### src/rtl/bist_fail_scan_pkg.sv
`timescale 1ns/1ps
package bist_fail_scan_pkg;

    // Operation chosen for the register in one test clock cycle
    typedef enum logic [1:0] {
        OP_HOLD  = 2'd0,
        OP_LOAD  = 2'd1,
        OP_SHIFT = 2'd2
    } scan_op_e;

    // Width of the framing marks at each end of a packet
    localparam int MARK_W = 2;

endpackage

### src/rtl/bfs_op_decode.sv
`timescale 1ns/1ps
module bfs_op_decode
    import bist_fail_scan_pkg::*;
(
    input  logic     capture_dr,
    input  logic     shift_dr,
    input  logic     update_dr,
    output scan_op_e op
);

    // Capture wins over shift; the update strobe never changes the register.
    always_comb begin
        unique case ({capture_dr, shift_dr, update_dr})
            3'b100, 3'b101, 3'b110, 3'b111: op = OP_LOAD;
            3'b010, 3'b011:                 op = OP_SHIFT;
            default:                        op = OP_HOLD;
        endcase
    end

endmodule

### src/rtl/bfs_frame_pack.sv
`timescale 1ns/1ps
module bfs_frame_pack
    import bist_fail_scan_pkg::*;
#(
    parameter int FAIL_W  = 72,
    parameter int ADDR_W  = 16,
    parameter int STATE_W = 6,
    localparam int DONE_POS  = MARK_W,
    localparam int SPARE_POS = MARK_W + 1,
    localparam int STATE_LO  = MARK_W + 2,
    localparam int ADDR_LO   = STATE_LO + STATE_W,
    localparam int FAIL_LO   = ADDR_LO + ADDR_W,
    localparam int HEAD_LO   = FAIL_LO + FAIL_W,
    localparam int PKT_W     = HEAD_LO + MARK_W
) (
    input  logic [FAIL_W-1:0]  fail_flags,
    input  logic [ADDR_W-1:0]  fail_addr,
    input  logic [STATE_W-1:0] bist_state,
    input  logic               test_done,
    output logic [PKT_W-1:0]   image
);

    // Framing marks at both ends
    for (genvar m = 0; m < MARK_W; m++) begin : g_mark
        assign image[m]           = 1'b1;
        assign image[HEAD_LO + m] = 1'b1;
    end

    // Fail flags reversed so index 0 sits next to the header (leaves first)
    for (genvar i = 0; i < FAIL_W; i++) begin : g_fail
        assign image[HEAD_LO - 1 - i] = fail_flags[i];
    end

    // Address kept in natural order: its top bit leaves first
    for (genvar a = 0; a < ADDR_W; a++) begin : g_addr
        assign image[ADDR_LO + a] = fail_addr[a];
    end

    // Controller state, top bit leaves first
    for (genvar s = 0; s < STATE_W; s++) begin : g_state
        assign image[STATE_LO + s] = bist_state[s];
    end

    assign image[SPARE_POS] = 1'b0;
    assign image[DONE_POS]  = test_done;

endmodule

### src/rtl/bfs_shift_core.sv
`timescale 1ns/1ps
module bfs_shift_core
    import bist_fail_scan_pkg::*;
#(
    parameter int PKT_W = 100
) (
    input  logic             tck,
    input  logic             trst_n,
    input  scan_op_e         op,
    input  logic [PKT_W-1:0] image,
    input  logic             tdi,
    output logic [PKT_W-1:0] pkt_q
);

    always_ff @(posedge tck or negedge trst_n) begin
        if (!trst_n) begin
            pkt_q <= '0;
        end else begin
            unique case (op)
                OP_LOAD:  pkt_q <= image;
                OP_SHIFT: pkt_q <= {pkt_q[PKT_W-2:0], tdi};
                default:  pkt_q <= pkt_q;
            endcase
        end
    end

endmodule

### src/rtl/bfs_tdo_retime.sv
`timescale 1ns/1ps
module bfs_tdo_retime (
    input  logic tck,
    input  logic trst_n,
    input  logic msb,
    output logic tdo
);

    // Serial output moves on the falling edge, half a cycle after the shift
    always_ff @(negedge tck or negedge trst_n) begin
        if (!trst_n) tdo <= 1'b0;
        else         tdo <= msb;
    end

endmodule

### src/rtl/bist_fail_scan_reg.sv
`timescale 1ns/1ps
module bist_fail_scan_reg
    import bist_fail_scan_pkg::*;
#(
    parameter int NUM_PORTS = 4,
    parameter int PORT_W    = 18,
    parameter int ADDR_W    = 16,
    parameter int STATE_W   = 6,
    localparam int FAIL_W   = NUM_PORTS * PORT_W,
    localparam int PKT_W    = 2 * MARK_W + FAIL_W + ADDR_W + STATE_W + 2
) (
    input  logic               tck,
    input  logic               trst_n,
    input  logic               capture_dr,
    input  logic               shift_dr,
    input  logic               update_dr,
    input  logic               tdi,
    input  logic [FAIL_W-1:0]  fail_flags,
    input  logic [ADDR_W-1:0]  fail_addr,
    input  logic [STATE_W-1:0] bist_state,
    input  logic               test_done,
    output logic               tdo
);

    scan_op_e         op;
    logic [PKT_W-1:0] image;
    logic [PKT_W-1:0] pkt_q;

    bfs_op_decode u_decode (
        .capture_dr (capture_dr),
        .shift_dr   (shift_dr),
        .update_dr  (update_dr),
        .op         (op)
    );

    bfs_frame_pack #(
        .FAIL_W  (FAIL_W),
        .ADDR_W  (ADDR_W),
        .STATE_W (STATE_W)
    ) u_pack (
        .fail_flags (fail_flags),
        .fail_addr  (fail_addr),
        .bist_state (bist_state),
        .test_done  (test_done),
        .image      (image)
    );

    bfs_shift_core #(
        .PKT_W (PKT_W)
    ) u_core (
        .tck    (tck),
        .trst_n (trst_n),
        .op     (op),
        .image  (image),
        .tdi    (tdi),
        .pkt_q  (pkt_q)
    );

    bfs_tdo_retime u_tdo (
        .tck    (tck),
        .trst_n (trst_n),
        .msb    (pkt_q[PKT_W-1]),
        .tdo    (tdo)
    );

endmodule

### config.mk
export PLATFORM = sky130hd
export DESIGN_NAME = bist_fail_scan_reg
export DESIGN_NICKNAME = d
export VERILOG_FILES = /design/src/rtl/bist_fail_scan_pkg.sv /design/src/rtl/bfs_op_decode.sv /design/src/rtl/bfs_frame_pack.sv /design/src/rtl/bfs_shift_core.sv /design/src/rtl/bfs_tdo_retime.sv /design/src/rtl/bist_fail_scan_reg.sv
export SDC_FILE = /design/constraint.sdc
export NUM_CORES = 1
export LEC_CHECK = 0
export BUFFER_PORTS_ARGS = -buffer_cell sky130_fd_sc_hd__buf_2
export CAP_MARGIN = 30
export CORE_MARGIN = 5
export CORE_UTILIZATION = 40
export DETAILED_ROUTE_END_ITERATION = 12
export MAX_ROUTING_LAYER = met4
export PLACE_DENSITY = 0.66
export SYNTH_ARGS = -nofsm -noshare
export SYNTH_HDL_FRONTEND = slang
export SYNTH_HIERARCHICAL = 1
export SYNTH_SLANG_ARGS = --single-unit
### constraint.sdc
create_clock -name tck -period 0.8 [get_ports tck]
set_input_delay 0.08 -clock tck [delete_from_list [all_inputs] [get_ports tck]]
set_output_delay 0.08 -clock tck [all_outputs]
set_load 0.01 [all_outputs]
==> impl_metrics.ini <==
[cells_and_area]
fin_util_pct = 53.1
fin_nets = 690
drive_gt1_share_pct = 39.0
area_growth_syn_to_layout_pct = 29.4
fin_cells = 768
n_antenna_cell = 0

[outcome]
violations = negative setup slack
status = finished with violations

[route]
drt_iter0_drc = 256
drc = 0
ant_nets = 0
dr.pass1.iters = 4
finalWirelength_um = 13300
wl_per_cell_um = 17.4
vias_per_cell = 4.93
dr_total_vias = 3790

[yosys]
synthFlopType = dfrtp_1
yosysMostFrequentCell = buf_4
synthCells = 540
yosysSeqAreaShare_pct = 46.2
ys_ff_latch = 101
synth-compound-area-share_pct = 9.55
yosysWarningCount = 6
avgSynthCellArea_um2 = 10.1
synth-edff-count = 0
synth_top_family_by_area = buffers and inverters
synth_area_leader_cell = dfrtp_1
synth_area_mm2 = 0.00548
synth_commonest_cells = 101 x buf_4, 100 x dfrtp_1, 100 x mux2i_1, 100 x nand2_1, 94 x o21ai_1
yosys.area_share.simple_pct = 6.97
netlist_top_cells_area = dfrtp_1 46%, mux2i_1 18%, buf_4 14%
synthAdderAreaFrac_pct = 0.229
synth.top_cell.area_share_pct = 45.7
synth.area.mux_share_pct = 18.3
ys_types = 15
async_flop_share_pct = 100
synth-xor-area-share_pct = 0

[critical_path]
crit_chain = buf_2
cp-end-kind = output pin
cp_num_cells = 1
crit_required_ns = 0.72
worst_path_largest_cell_delay_ns = 0.40
start_kind = flop
cp_num_buf_inv = 1
ff2ff_path_depth = 0
slowest_stage = dfrtn_1
r2r_end = u_tdo/tdo
rrSetupSlack_ns = -0.13
crit_type = flop to output pin
cp-startpoint = u_tdo/tdo
worstPathMaxFanout = 1
setup.worst_path.end = tdo
crit_family = flip-flops
arrival_ns = 1.27
r2r-start = u_core/pkt_q[99]

[sta]
worst_slack_ns = -0.553
maxSlewViolCount = 0
rsz0062_at_grt = yes
skew_ns = 0.00406
setup_viol = 94
hold_violations = 0
holdWs_ns = 0.0133

[clock_tree]
htreeDepth = 3
cts_root_buf = clkbuf_16
clkTransAtPathRegs_ns = 0.07
cts_tree = yes
cts_buffer_depth = 2
cts_made_buffers = 9
cts.sinks = 101
clk_latency_ns = 0.34

[power_and_ir_drop]
powerDensity_mw_per_mm2 = 2040
finalPower_mw = 14.4
ir_worst_vdd_v = 0.00102
p_leak_nw = 3.06

[die]
ios = 102
placementRows = 42
die_h_um = 127
die_w_um = 127
core-area_mm2 = 0.0133
die_area_mm2 = 0.0161
start_util_pct = 41.0

[grt]
antenna_found_initial = 0
grt_pass1_vias = 4082
overflow = 0
grt_use_total_pct = 16.8
grt_max_degree = 49
grt_pass1_wl_um = 20800

[place]
hpwl_um = 6840
place_congestion = 0.762
io_buffer_count = 100
place_ws_ns = -0.518
place_inst = 698

[flow_run]
drv_cap = 0

[min_path]
hold_class = input port to flop
[per-layer routing]
metal  GRT usage [%]  up-vias  share of wire [%]
met4            6.44        0                1.4
li1                -     1821                  -
met2            26.5      106                 50
met3            2.67       13                4.7
met5               -        -                  0
met1            22.0     1850                 44
[logic make-up after synthesis]
group | after synthesis
simple gates | 101
flops | 101
buf+inv | 135
fa+ha+maj | 1
mux | 100
compound gates | 100
other cells | 2
[how the worst min path moves through the flow]
stage               slack, ns  cells after the start      startpoint               end
finish                   0.01                      3  fail_flags[66]  u_core/pkt_q[31]
floorplan               -0.22                      0          trst_n   u_core/pkt_q[0]
global route             0.02                      3  fail_flags[70]  u_core/pkt_q[27]
detailed placement      -0.05                      1          trst_n  u_core/pkt_q[73]
global placement        -0.06                      1          trst_n  u_core/pkt_q[74]
CTS                    0.0002                      3  fail_flags[51]  u_core/pkt_q[46]
[through the flow]
| step | area, um^2 | TNS [ns] |
|---|---|---|
| global route | 7080 | -10.29 |
| detailed placement | 5430 | -44.22 |
| finish | 7080 | -7.28 |
| floorplan | 5530 | -23.83 |
| CTS | 7050 | -8.11 |
| global placement | 5430 | -40.70 |
[repair_timing]
| action | CTS | global route |
|---|---|---|
| pin swaps | 17 | 16 |
| setup buffers | 26 | 5 |
| setup endpoints to repair | 95 | 102 |
| resized for setup | 78 | 50 |
| hold buffers | 16 | 0 |
| hold endpoints to repair | 116 | 0 |
| gates cloned | 22 | 5 |
[cells in the final DEF (no fill, tap or decap), drive strengths merged, types with 2 or more instances in the layout]
cell,n
clkinvlp,2
bufinv,2
inv,2
conb,5
mux2i,100
nand2,100
o21ai,100
dlygate4sd3,16
clkbuf,14
dfrtp,100
buf,148
[state kept, by name, indices dropped and copies added, names as in the netlist]
| register | flops |
|---|---|
| u_core/pkt_q | 100 |
| u_tdo/tdo | 1 |
[power by group]
part	switching (mW)	internal, mW	leakage [nW]
Clock	1.90	2.82	0.151
Combinational	1.48	1.71	1.68
Sequential	0.577	5.95	1.23
[area by class of cell]
cell class	instances	area [um^2]
sequential	101	2530
tap	176	220
clock inverter	5	83.8
fill	1165	6260
clock buffer	10	239
timing repair buffer	168	1730
multi-input combinational	307	2280
inverter	1	3.75
No activity file was read; power rests on OpenSTA's default activity.
